[src/rtl/udiv_pkg.sv]
// Package: udiv_pkg
// Shared constants and helpers for the single-cycle unsigned divider.
// Assumes: the base width is at least 2 bits.
package udiv_pkg;

    // Default base (divisor) width.
    localparam int unsigned UDIV_DEF_W = 16;

    // Bit position of the overflow flag in the packed result word.
    function automatic int unsigned ovf_pos(input int unsigned w);
        return 2 * w;
    endfunction

    // Total width of the packed result word.
    function automatic int unsigned result_width(input int unsigned w);
        return 2 * w + 1;
    endfunction

endpackage

[src/rtl/udiv_stage.sv]
// Module: udiv_stage
// One compare-and-subtract step of a restoring division.
// The next dividend bit is shifted into the partial remainder, and the
// divisor is subtracted when it fits.
// Assumes: rem_in_i < divisor_i, so the new remainder also fits in W bits.
module udiv_stage #(
    parameter int unsigned W = 16
) (
    input  logic [W-1:0] rem_in_i,
    input  logic         next_bit_i,
    input  logic [W-1:0] divisor_i,
    output logic [W-1:0] rem_out_i,
    output logic         q_bit_o
);

    logic [W:0] trial;
    logic [W:0] diff;

    // Shift in the next bit, try the subtraction, and keep or restore.
    always_comb begin
        trial     = {rem_in_i, next_bit_i};
        diff      = trial - {1'b0, divisor_i};
        q_bit_o   = (trial >= {1'b0, divisor_i});
        rem_out_i = q_bit_o ? diff[W-1:0] : trial[W-1:0];
    end

endmodule

[src/rtl/udiv_array.sv]
// Module: udiv_array
// A fully unrolled restoring divider built from W chained udiv_stage cells.
// Quotient bits are produced from the most significant to the least
// significant; the remainder is the residue left after the last stage.
// Assumes: the upper dividend half is below the divisor. When it is not,
// the outputs are meaningless and are masked by the caller.
module udiv_array #(
    parameter int unsigned W = 16
) (
    input  logic [2*W-1:0] dividend_i,
    input  logic [W-1:0]   divisor_i,
    output logic [W-1:0]   quotient_o,
    output logic [W-1:0]   remainder_o
);

    localparam int unsigned STAGES = W;

    logic [W-1:0] rem_chain [0:STAGES];

    // Seed the chain with the upper half of the dividend.
    assign rem_chain[0] = dividend_i[2*W-1:W];

    genvar k;
    generate
        for (k = 0; k < STAGES; k++) begin : g_stage
            udiv_stage #(.W(W)) stage_i (
                .rem_in_i   (rem_chain[k]),
                .next_bit_i (dividend_i[STAGES-1-k]),
                .divisor_i  (divisor_i),
                .rem_out_i  (rem_chain[k+1]),
                .q_bit_o    (quotient_o[STAGES-1-k])
            );
        end
    endgenerate

    assign remainder_o = rem_chain[STAGES];

endmodule

[src/rtl/udiv_ovf.sv]
// Module: udiv_ovf
// Flags dividends whose quotient cannot fit in W bits.
// This is the case when the upper half is at least the divisor, which
// also covers a zero divisor.
// Assumes: unsigned operands.
module udiv_ovf #(
    parameter int unsigned W = 16
) (
    input  logic [2*W-1:0] dividend_i,
    input  logic [W-1:0]   divisor_i,
    output logic           ovf_o
);

    // Compare the upper dividend half against the divisor.
    always_comb begin
        ovf_o = (dividend_i[2*W-1:W] >= divisor_i);
    end

endmodule

[src/rtl/udiv_single_cycle.sv]
// Module: udiv_single_cycle
// Top level of the single-cycle unsigned divider.
// It computes the quotient and remainder combinationally and registers a
// packed word {overflow, quotient, remainder} on every rising edge.
// Assumes: operands are stable around the rising edge; the reset is
// synchronous and active low.
module udiv_single_cycle
    import udiv_pkg::*;
#(
    parameter int unsigned W = UDIV_DEF_W
) (
    input  logic             clk_i,
    input  logic             rst_n_i,
    input  logic [2*W-1:0]   dividend_i,
    input  logic [W-1:0]     divisor_i,
    output logic [2*W:0]     result_o
);

    localparam int unsigned RES_W   = result_width(W);
    localparam int unsigned OVF_BIT = ovf_pos(W);

    logic [W-1:0]   quot;
    logic [W-1:0]   rem;
    logic           ovf;
    logic [RES_W-1:0] next_result;

    udiv_array #(.W(W)) array_i (
        .dividend_i  (dividend_i),
        .divisor_i   (divisor_i),
        .quotient_o  (quot),
        .remainder_o (rem)
    );

    udiv_ovf #(.W(W)) ovf_i (
        .dividend_i (dividend_i),
        .divisor_i  (divisor_i),
        .ovf_o      (ovf)
    );

    // Pack the fields, forcing both data fields to zero on overflow.
    always_comb begin
        next_result          = '0;
        next_result[OVF_BIT] = ovf;
        if (!ovf) begin
            next_result[2*W-1:W] = quot;
            next_result[W-1:0]   = rem;
        end
    end

    // Output register with synchronous active-low clear.
    always_ff @(posedge clk_i) begin
        if (!rst_n_i) result_o <= '0;
        else          result_o <= next_result;
    end

endmodule

[config.mk]
export PLATFORM = sky130hd
export DESIGN_NAME = udiv_single_cycle
export DESIGN_NICKNAME = d
export VERILOG_FILES = /design/src/rtl/udiv_pkg.sv /design/src/rtl/udiv_stage.sv /design/src/rtl/udiv_array.sv /design/src/rtl/udiv_ovf.sv /design/src/rtl/udiv_single_cycle.sv
export SDC_FILE = /design/constraint.sdc
export NUM_CORES = 1
export LEC_CHECK = 0
export ABC_CLOCK_PERIOD_IN_PS = 119600
export CAP_MARGIN = 25
export CORE_ASPECT_RATIO = 1.1
export CORE_UTILIZATION = 45
export CTS_CLUSTER_DIAMETER = 150
export DETAILED_ROUTE_END_ITERATION = 10
export SLEW_MARGIN = 20
export SYNTH_ARGS = -nofsm -noshare
export SYNTH_HDL_FRONTEND = slang
export SYNTH_SLANG_ARGS = --single-unit
[constraint.sdc]
create_clock -name clk_i -period 119.6 [get_ports clk_i]
set_clock_uncertainty 0.05 [all_clocks]
set_input_delay 23.92 -clock clk_i [delete_from_list [all_inputs] [get_ports clk_i]]
set_output_delay 23.92 -clock clk_i [all_outputs]
set_load 0.05 [all_outputs]
After elaboration in Yosys (flattened, before gate mapping):

Index checks and enable logic that the tools add are counted.

* add/sub/neg operators: 16
* $mul: 0
* divide/modulo/power cells: 0
* order comparisons: 17
* equality and inequality tests: 0
* shifts and indexed selects: 0
* muxes and demuxes: 16
* bitwise logic cells: 1
* reduce and logical (&&, ||, !) cells: 1

Operators with widths (number)
* $ge 17x16->1: 16
* $mux 16: 16
* $sub 16x16->16: 16
* $ge 16x16->1: 1
* $reduce_or 2->1: 1
* $not 1->1: 1

* register bits: 33
* latch bits: 0
* bits in writable memories: 0
* memory bits (read-only): 0
* input bits: 50
* output and inout port bits: 33
* memories: 0

Depth between registers and ports, before layout:

Gate-level depths: netlist of the first run.

* depth in word-level cells: 32
* depth in mapped cells: 273
* depth with buffers taken out: 251

Cells and area by module:

A second synthesis of the first run with hierarchy kept.

* cell total of the unflattened synthesis: 2623
* area total of the unflattened synthesis: 20261.9 sq um

Modules (own cells, without submodules)
* udiv_stage at array_i.g_stage[11].stage_i ...: times used 11, cells an instance 156, area each 1164.9 sq um
* udiv_stage at array_i.g_stage[0].stage_i ...: times used 3, cells an instance 157, area each 1229.9 sq um
* udiv_stage at array_i.g_stage[10].stage_i: times used 1, cells an instance 156, area each 1171.1 sq um
* udiv_stage at array_i.g_stage[15].stage_i: times used 1, cells an instance 153, area each 1169.9 sq um
* udiv_single_cycle: times used 1, cells an instance 72, area each 1018.5 sq um
* udiv_ovf: times used 1, cells an instance 55, area each 399.1 sq um

Least setup slack after synthesis of the first run:

Ideal clock, no wire load.

* kind: input -> register
* start: input port divisor_i[1]
* end: register result_o[13]
* setup time: 128 ps
* data arrival time: 72259 ps
* data required time: 119422 ps
* slack: 47163 ps
* cell stages on the path: 264
* path through: inv_1 > ha_1 > nor2b_1 > o31ai_2 > a21oi_2 > a21o_2 > a21o_1 > buf_2 > o21ai_0 > inv_1 > ha_1 > nor2b_1 > o31ai_1 > a21o_1 > a211oi_1 > nor3_2 > nand2_1 > buf_2 > [228 not listed] > a21oi_1 > o21ai_0 > a21o_1 > a21o_1 > a21o_1 > a21o_1 > a21o_1 > a21o_1 > a21o_1 > a21o_1 > a21o_1 > a21o_1 > a211oi_1 > o211ai_2 > buf_6 > buf_8 > mux2i_1 > nor2_1

* word-level cells in the longest chain between the ends: 32
* elaborated cells on any way between the ends: 50
* those cells by class: add/sub: 16; order compare: 17; mux: 16; reduce/logical: 1

RTL lines
* start, declared: line udiv_single_cycle.sv:15 `input logic [W-1:0] divisor_i,`
* $sub 16x16->16 / $ge 17x16->1 (equally long branches): line udiv_stage.sv:22, udiv_stage.sv:23
* $mux 16: line udiv_stage.sv:24 `rem_out_i = q_bit_o ? diff[W-1:0] : trial[W-1:0];`
* $sub 16x16->16 / $ge 17x16->1 (equally long branches): line udiv_stage.sv:22, udiv_stage.sv:23
* $mux 16: line udiv_stage.sv:24
* $sub 16x16->16 / $ge 17x16->1 (equally long branches): line udiv_stage.sv:22, udiv_stage.sv:23
* $mux 16: line udiv_stage.sv:24
* $sub 16x16->16 / $ge 17x16->1 (equally long branches): line udiv_stage.sv:22, udiv_stage.sv:23
* $mux 16: line udiv_stage.sv:24
* [16 not listed]
* $sub 16x16->16 / $ge 17x16->1 (equally long branches): line udiv_stage.sv:22, udiv_stage.sv:23
* $mux 16: line udiv_stage.sv:24
* $sub 16x16->16 / $ge 17x16->1 (equally long branches): line udiv_stage.sv:22, udiv_stage.sv:23
* $mux 16: line udiv_stage.sv:24
* $ge 17x16->1 / $sub 16x16->16 (equally long branches): line udiv_stage.sv:23, udiv_stage.sv:22
* $mux 16: line udiv_stage.sv:24
* $sub 16x16->16 / $ge 17x16->1 (equally long branches): line udiv_stage.sv:22, udiv_stage.sv:23
* $mux 16: line udiv_stage.sv:24
* end signal, assigned: line udiv_single_cycle.sv:53 `else result_o <= next_result;`
* end, declared: line udiv_single_cycle.sv:16 `output logic [2*W:0] result_o`

Several ways; a longest one is shown, not always the timed one.
A chain may end at the register's enable or synchronous reset.

Worst setup path after layout of the first run:

* start: input port divisor_i[15]
* end: register result_o[9]

* word-level cells in the longest chain between the ends: 32
* elaborated cells on any way between the ends: 50
* those cells by class: add/sub: 16; order compare: 17; mux: 16; reduce/logical: 1

RTL lines (line)
* $sub 16x16->16 / $ge 17x16->1 (equally long branches): udiv_stage.sv:22, udiv_stage.sv:23
* $mux 16: udiv_stage.sv:24
* $ge 17x16->1 / $sub 16x16->16 (equally long branches): udiv_stage.sv:23, udiv_stage.sv:22
* $mux 16: udiv_stage.sv:24
* $sub 16x16->16 / $ge 17x16->1 (equally long branches): udiv_stage.sv:22, udiv_stage.sv:23
* $mux 16: udiv_stage.sv:24
* $sub 16x16->16 / $ge 17x16->1 (equally long branches): udiv_stage.sv:22, udiv_stage.sv:23
* $mux 16: udiv_stage.sv:24
* [16 not listed]
* $sub 16x16->16 / $ge 17x16->1 (equally long branches): udiv_stage.sv:22, udiv_stage.sv:23
* $mux 16: udiv_stage.sv:24
* $sub 16x16->16 / $ge 17x16->1 (equally long branches): udiv_stage.sv:22, udiv_stage.sv:23
* $mux 16: udiv_stage.sv:24
* $ge 17x16->1 / $sub 16x16->16 (equally long branches): udiv_stage.sv:23, udiv_stage.sv:22
* $mux 16: udiv_stage.sv:24
* $sub 16x16->16 / $ge 17x16->1 (equally long branches): udiv_stage.sv:22, udiv_stage.sv:23
* $mux 16: udiv_stage.sv:24

Several ways; a longest one is shown, not always the timed one.

==> results.json, run 1 <==
{
  "max_stage_delay_ns": 0.74,
  "synth-seq-cells": 33,
  "cp-end-kind": "flop",
  "min_period_ns": 81.27,
  "syn_inst": 2165,
  "clk_path_buf_depth": 2,
  "drc": 0,
  "grt_pass1_wl_mm": 86.6,
  "post-place-ws_ns": 39.29,
  "netlist.area_leader.share_pct": 21.0,
  "synth-seq-area-share_pct": 4.07,
  "layout_common_cells": "ha_1, nor2_1, inv_1",
  "wirelength_mm": 56.0,
  "crit_path_frequent_cell": "o21ai_0",
  "yosys_warnings": 0,
  "area_growth_pct": 9.82,
  "wl_per_cell_um": 20.5,
  "drive_gt1_share_pct": 9.71,
  "hold_class": "input port to flop",
  "path_clk_slew_ns": 0.06,
  "arrival_ns": 81.40,
  "multi_input_area_um2": 14800,
  "cp_slowest_cell": "o21ai_0",
  "n_fill_cell": 3568,
  "vias": 16600,
  "syn_area_per_cell_um2": 7.49,
  "period_share_pct": 68.0,
  "core-area_um2": 35300,
  "setup_tns_ns": 0,
  "cp_data_required_time_ns": 119.73,
  "root_buffer": "clkbuf_16",
  "syn-cell-area_um2": 16200,
  "gp_congestion": 0.975,
  "status": "finished, final reports clean",
  "die_x_um": 183,
  "antenna_violating_nets_post_route": 0,
  "yosysUniqueCellTypes": 96,
  "worst_slew_pin_slew_ns": 0.848,
  "fmax_ghz": 0.0123,
  "grt_pass1_vias": 16000,
  "top_regs": "result_o: 33 flops",
  "grt_overflow_total": 0,
  "yosysTopAreaCell": "ha_1",
  "drt_iter0_markers": 1281,
  "cts_tree": "yes",
  "n_antenna_cell": 0,
  "crit_fanout": 28,
  "die_h_um": 201,
  "antenna_found_initial": 1,
  "grt_usage_pct": 30.1,
  "synth-edff-count": 0,
  "largest_reg_flops": 33,
  "hold_buffers": 0,
  "io_buffer_count": 82,
  "dieArea_um2": 36800,
  "slew_violations": 0,
  "setup_ws_ns": 38.33,
  "finalSetupViolCount": 0,
  "timing.critical_path.to": "result_o[9]",
  "path_depth": 245,
  "grt_start_max_net_pins": 29,
  "layout_commonest_cell": "ha_1",
  "seqCellArea_um2": 661,
  "vias_per_cell": 6.09,
  "clock-sinks": 33,
  "largest_register": "result_o",
  "fin_nets": 2582,
  "drv_cap": 0,
  "cts_setup_buffers": 0,
  "synth-async-reset-ratio_pct": 0,
  "placementRows": 72,
  "yosys-top-cells-area": "ha_1, mux2_2, xnor2_1",
  "critPathKind": "input port to flop",
  "hold_viol_final": 0,
  "start_util_pct": 45.9,
  "ys.flop_type": "dfxtp_1",
  "drtPass1Iterations": 6,
  "startpoint": "divisor_i[15]",
  "crit_family": "compound AO/OA/AOI/OAI gates",
  "relSlewSlack_pct": 43.2,
  "cts_buffers": 5,
  "io_pins": 83,
  "cp-start-kind": "input port",
  "htreeDepth": 2,
  "crit_buf_inv": 20,
  "synth_fp_nets": 2503,
  "rsz0062_at_grt": "no",
  "dp_hpwl_mm": 43.7,
  "ctsResizeCount": 0
}
## synthesized netlist by cell type, drive strengths merged (57+ instances only)
cell / instances
nand4: 57
o21ai: 166
nor2: 196
mux2: 143
xnor2: 95
xor2: 62
nand2: 159
inv: 163
ha: 272
a21oi: 156
a21o: 75
mux2i: 59
## how the worst min path moves through the flow
stage / start / endpoint / slack, ns / cells past startpoint
2_1_floorplan: rst_n_i / result_o[32] / 24.00 / 1
3_3_place_gp: dividend_i[0] / result_o[0] / 24.55 / 3
3_5_place_dp: dividend_i[0] / result_o[0] / 24.56 / 3
4_1_cts: dividend_i[0] / result_o[0] / 24.24 / 3
5_1_grt: dividend_i[0] / result_o[0] / 24.27 / 3
6_report: dividend_i[0] / result_o[0] / 24.25 / 3
## final cells by class
cell class / count / area share [%]
Inverter: 163 / 3.43
Timing Repair Buffer: 106 / 5.63
Multi-Input combinational cell: 1935 / 82.9
Sequential cell: 33 / 3.71
Clock buffer: 5 / 0.702
Tap cell: 481 / 3.38
Clock inverter: 3 / 0.260
## per-layer routing
layer / part of all wire (%) / GRT usage (%) / wire length (µm) / vias to the layer above
li1: - / - / - / 8156
met1: 41 / 35.0 / 22700 / 7769
met2: 49 / 54.6 / 27600 / 525
met3: 4.7 / 2.48 / 2640 / 152
met4: 5.4 / 15.2 / 3020 / 2
met5: 0.046 / 0 / 26 / -
## logic make-up (layout without fill, tap and decap cells)
group	after synthesis	after routing	synth area share, %
fa+ha+maj	288	288	22.9
simple gates	642	642	19.2
mux	202	202	13.7
compound gates	646	646	26.7
buf+inv	197	277	4.90
flops	33	33	4.07
xor+xnor	157	157	8.47
## through the flow
stage | instances | utilization [%] | hold WS [ns] | cell area, µm²
floorplan | 2165 | - | 24.00 | 16200
global placement | 2717 | 49.9 | 24.55 | 17600
detailed placement | 2718 | 50.0 | 24.56 | 17600
CTS | 2726 | 50.5 | 24.24 | 17800
global route | 2726 | 50.5 | 24.27 | 17800
finish | 2726 | 50.5 | 24.25 | 17800
Power of run 1 is left out: the tool's default activity adds up to more than one toggle a clock period on the data nets, which glitch-free logic cannot reach.
==> run 2, diff against run 1 <==
- ABC_CLOCK_PERIOD_IN_PS: 119600 -> 65400
- clock period: 119.6 -> 65.4 ns (I/O delays scaled with it)
==> run 2 against run 1 <==
Effect of this change: worst setup slack got worse by 34 ns; cell count rose by 1.2%; final area rose by 3.2%; wire length rose by 6.1%; die area did not move; non-clock buffer count rose by 34; critical path depth rose by 3; sequential share of layout area fell by 0.12 points; first-iteration DRC count fell by 2.2%; worst hold slack got worse by 11 ns; global-route usage rose by 1.7 points; core utilization rose by 1.6 points; largest cell class unchanged; highest routed layer is now met4.
==> results.json, run 2 (synthesis results as in run 1) <==
{
  "status": "finished, final reports clean",
  "cp-start-kind": "input port",
  "hold_class": "input port to flop",
  "setup_tns_ns": 0,
  "dieArea_um2": 36800,
  "grt_start_max_net_pins": 21,
  "period_share_pct": 93.8,
  "grt_overflow_total": 0,
  "antenna_found_initial": 0,
  "slew_violations": 0,
  "dp_hpwl_mm": 46.0,
  "grt_usage_pct": 31.7,
  "io_pins": 83,
  "clock-sinks": 33,
  "path_clk_slew_ns": 0.08,
  "vias": 16800,
  "place_inst": 2739,
  "crit_buf_inv": 22,
  "start_util_pct": 45.9,
  "drive_gt1_share_pct": 13.4,
  "critPathKind": "input port to flop",
  "grt_pass1_vias": 16200,
  "fmax_ghz": 0.0163,
  "fin_nets": 2616,
  "grt_pass1_wl_mm": 90.4,
  "crit_path_frequent_cell": "o21ai_0",
  "layout_commonest_cell": "ha_1",
  "drt_iter0_markers": 1253,
  "io_buffer_count": 82,
  "cp-end-kind": "flop",
  "vias_per_cell": 6.10,
  "core-area_um2": 35300,
  "cts_tree": "yes",
  "cp_slowest_cell": "clkdlybuf4s50_1",
  "clk_path_buf_depth": 2,
  "layout_common_cells": "ha_1, nor2_1, inv_1",
  "area_growth_pct": 13.3,
  "wl_per_cell_um": 21.5,
  "cp_data_required_time_ns": 65.54,
  "drv_cap": 0,
  "finalSetupViolCount": 0,
  "top_regs": "result_o: 33 flops",
  "gp_congestion": 0.979,
  "worst_slew_pin_slew_ns": 0.869,
  "die_x_um": 183,
  "crit_fanout": 15,
  "cts_buffers": 5,
  "largest_register": "result_o",
  "root_buffer": "clkbuf_16",
  "crit_family": "compound AO/OA/AOI/OAI gates",
  "wirelength_mm": 59.4,
  "stdcell_count": 2760,
  "drc": 0,
  "placementRows": 72,
  "max_stage_delay_ns": 0.50,
  "relSlewSlack_pct": 41.2,
  "n_antenna_cell": 0,
  "drtPass1Iterations": 5,
  "die_h_um": 201,
  "hold_viol_final": 0,
  "min_period_ns": 61.33,
  "antenna_violating_nets_post_route": 0,
  "htreeDepth": 2,
  "arrival_ns": 61.47,
  "largest_reg_flops": 33
}
==> run 2: changes by cell type in the layout (fill, tap and decap cells not counted), moves of 5 or more <==
cell,delta
o21ai_1,+14
mux2i_1,-8
o21ai_0,-20
o21ai_2,+5
mux2i_2,+7
a21oi_1,-5
a21boi_0,-5
buf_4,+33
==> run 2: final timing paths <==
check / startpoint / cells after the start / slack [ns] / end
hold / removal: dividend_i[0] / 3 / 13.37 / result_o[0]
setup / recovery: dividend_i[15] / 248 / 4.07 / result_o[8]
==> run 2: cell type report <==
class	instances	area (µm²)
tap	481	602
multi-input combinational	1935	15100
timing repair buffer	140	1260
sequential	33	661
inverter	163	612
fill	3537	16900
clock buffer	5	125
clock inverter	3	46.3
==> run 2: through the flow <==
step	setup WS [ns]	utilization, %	instance area, µm²	hold slack, ns
floorplan	3.80	-	16200	13.16
global placement	1.60	50.4	17800	13.70
detailed placement	0.578	50.4	17800	13.69
CTS	0.520	50.9	18000	13.35
global route	-0.0855	52.1	18400	13.40
finish	4.07	52.1	18400	13.37
==> run 2: metal layers <==
layer  track usage, %  share of wire, %  vias to the layer above
met3             3.10               4.8                      172
met5                0                 0                        -
met1             38.2                42                     7887
met2             54.6                47                      553
li1                 -                 -                     8223
met4             18.3               6.4                        0
==> run 2: repair_timing <==
action | in CTS | in global routing
hold buffers | 0 | 0
setup buffers | 0 | 13
endpoints found under the setup margin | 0 | 18
resized for setup | 0 | 98
Power of run 2 is left out for the same reason.
==> run 3, diff against run 2 <==
- SYNTH_HIERARCHICAL: not set -> 1
==> run 3 against run 2 <==
Effect of this change: worst setup slack improved by 12 ns; cell count is 17% higher; die area is 25% higher; synthesized area up 25%; synthesized cell count is 21% higher; critical path depth decreased by 118; flip-flop and latch count unchanged; wire length rose by 7.9%; global-route usage is 4.2 points lower; fmax grew 25%.
==> results.json, run 3 <==
{
  "core-area_um2": 44500,
  "synth_common_cells": "inv_1, ha_1, nand2_1",
  "layout_common_cells": "inv_1, ha_1, nand2_1",
  "io_buffer_count": 82,
  "worst_slew_pin_slew_ns": 0.856,
  "vias_per_cell": 6.05,
  "top_regs": "result_o: 33 flops",
  "critPathKind": "input port to flop",
  "n_antenna_cell": 0,
  "start_util_pct": 45.5,
  "netlist.area_leader.share_pct": 16.8,
  "grt_pass1_wl_mm": 101,
  "drv_cap": 0,
  "yosys.area_share.simple_pct": 16.3,
  "cp_data_required_time_ns": 65.55,
  "yosysUniqueCellTypes": 80,
  "antenna_found_initial": 0,
  "gp_congestion": 0.945,
  "drtPass1Iterations": 6,
  "io_pins": 83,
  "cp_slowest_cell": "a31oi_4",
  "rsz0062_at_grt": "no",
  "root_buffer": "clkbuf_16",
  "cp-end-kind": "flop",
  "cp-start-kind": "input port",
  "htreeDepth": 2,
  "synth-xor-area-share_pct": 7.61,
  "synth_fa_ha_area_share_pct": 18.4,
  "grt_start_max_net_pins": 34,
  "clock-sinks": 33,
  "period_share_pct": 74.8,
  "vias": 19500,
  "largest_reg_flops": 33,
  "syn_inst": 2623,
  "placementRows": 81,
  "synth.area.mux_share_pct": 15.7,
  "dp_hpwl_mm": 51.1,
  "die_h_um": 225,
  "wirelength_mm": 64.1,
  "setup_tns_ns": 0,
  "grt_pass1_vias": 18700,
  "area_growth_pct": 5.75,
  "crit_path_frequent_cell": "ha_1",
  "fin_nets": 2975,
  "synth_fp_nets": 2961,
  "synth_top_family_by_area": "compound AO/OA/AOI/OAI gates",
  "cts_buffers": 5,
  "arrival_ns": 49.07,
  "cts_setup_buffers": 0,
  "path_clk_slew_ns": 0.08,
  "clk_path_buf_depth": 2,
  "drive_gt1_share_pct": 12.9,
  "synth-seq-cells": 33,
  "hold_class": "input port to flop",
  "wl_per_cell_um": 19.9,
  "max_stage_delay_ns": 0.62,
  "ys.flop_type": "dfxtp_1",
  "largest_register": "result_o",
  "synth-async-reset-ratio_pct": 0,
  "yosys_warnings": 6,
  "drt_iter0_markers": 1270,
  "crit_fanout": 17,
  "yosys-top-cells-area": "ha_1, mux2_4, inv_1",
  "layout_commonest_cell": "inv_1",
  "syn-cell-area_um2": 20300,
  "relSlewSlack_pct": 42.2,
  "synth_compound_area_share_pct": 27.6,
  "yosysTopAreaCell": "ha_1",
  "fmax_ghz": 0.0204,
  "grt_overflow_total": 0,
  "synth-seq-area-share_pct": 3.26,
  "cts_tree": "yes",
  "synth-edff-count": 0,
  "dieArea_um2": 45900,
  "slew_violations": 0,
  "antenna_violating_nets_post_route": 0,
  "grt_usage_pct": 27.5,
  "min_period_ns": 48.92,
  "syn_area_per_cell_um2": 7.72,
  "finalSetupViolCount": 0,
  "n_fill_cell": 4408,
  "drc": 0,
  "hold_buffers": 0,
  "ctsResizeCount": 0,
  "status": "finished, final reports clean",
  "hold_viol_final": 0,
  "die_x_um": 204,
  "synth_most_common_cell": "inv_1"
}
run 3: changes by cell type in the layout (fill, tap and decap cells not counted), moves of 36 or more:
cell	before	now
a31oi_1	6	42
inv_1	163	394
mux2_2	137	78
mux2_4	0	120
nand2b_1	42	6
nor2_1	195	139
o21bai_1	6	48
run 3: area by class of cell:
cell class / instances / area [µm²] / share of cell area, %
Inverter: 406 / 1550 / 7.25
Clock inverter: 3 / 46.3 / 0.216
Tap cell: 581 / 727 / 3.39
Multi-Input combinational cell: 2088 / 17300 / 81.0
Timing Repair Buffer: 103 / 968 / 4.52
Clock buffer: 5 / 125 / 0.584
Sequential cell: 33 / 661 / 3.08
run 3: layer usage:
metal	GRT usage (%)	wire length (µm)	up-vias
li1	-	-	9535
met1	35.2	28500	9247
met2	48.0	30600	559
met3	2.67	2880	132
met4	8.64	2090	0
met5	0	0	-
run 3: critical path: cells and delay by family:
| kind | cells | cell delay [ns] |
|---|---|---|
| buf+inv | 18 | 4.15 |
| fa+ha+maj | 16 | 6.21 |
| mux | 16 | 6.27 |
| compound gates | 68 | 17.66 |
| simple gates | 12 | 1.63 |
run 3: logic make-up (layout without fill, tap and decap cells):
| family | after synthesis | count (layout) |
|---|---|---|
| compound gates | 749 | 749 |
| xor+xnor | 176 | 176 |
| fa+ha+maj | 288 | 288 |
| buf+inv | 502 | 517 |
| flops | 33 | 33 |
| mux | 249 | 249 |
| simple gates | 626 | 626 |
run 3: worst paths after layout:
kind	depth (start not counted)	slack, ns	startpoint	to
worst max-delay path	130	16.48	divisor_i[6]	result_o[15]
worst min-delay path	2	13.48	rst_n_i	result_o[32]
run 3: metrics by stage:
step / hold WS (ns) / cells / instance area [µm²] / utilization, % / setup slack, ns
after global routing: 13.48 / 3219 / 21400 / 48.2 / 14.28
after floorplan: 13.21 / 2623 / 20300 / - / 21.30
after global placement: 13.81 / 3211 / 21300 / 47.8 / 17.26
final: 13.48 / 3219 / 21400 / 48.2 / 16.48
after CTS: 13.44 / 3219 / 21400 / 48.2 / 16.86
after detailed placement: 13.78 / 3211 / 21300 / 47.8 / 16.65
Power of run 3 is left out for the same reason.
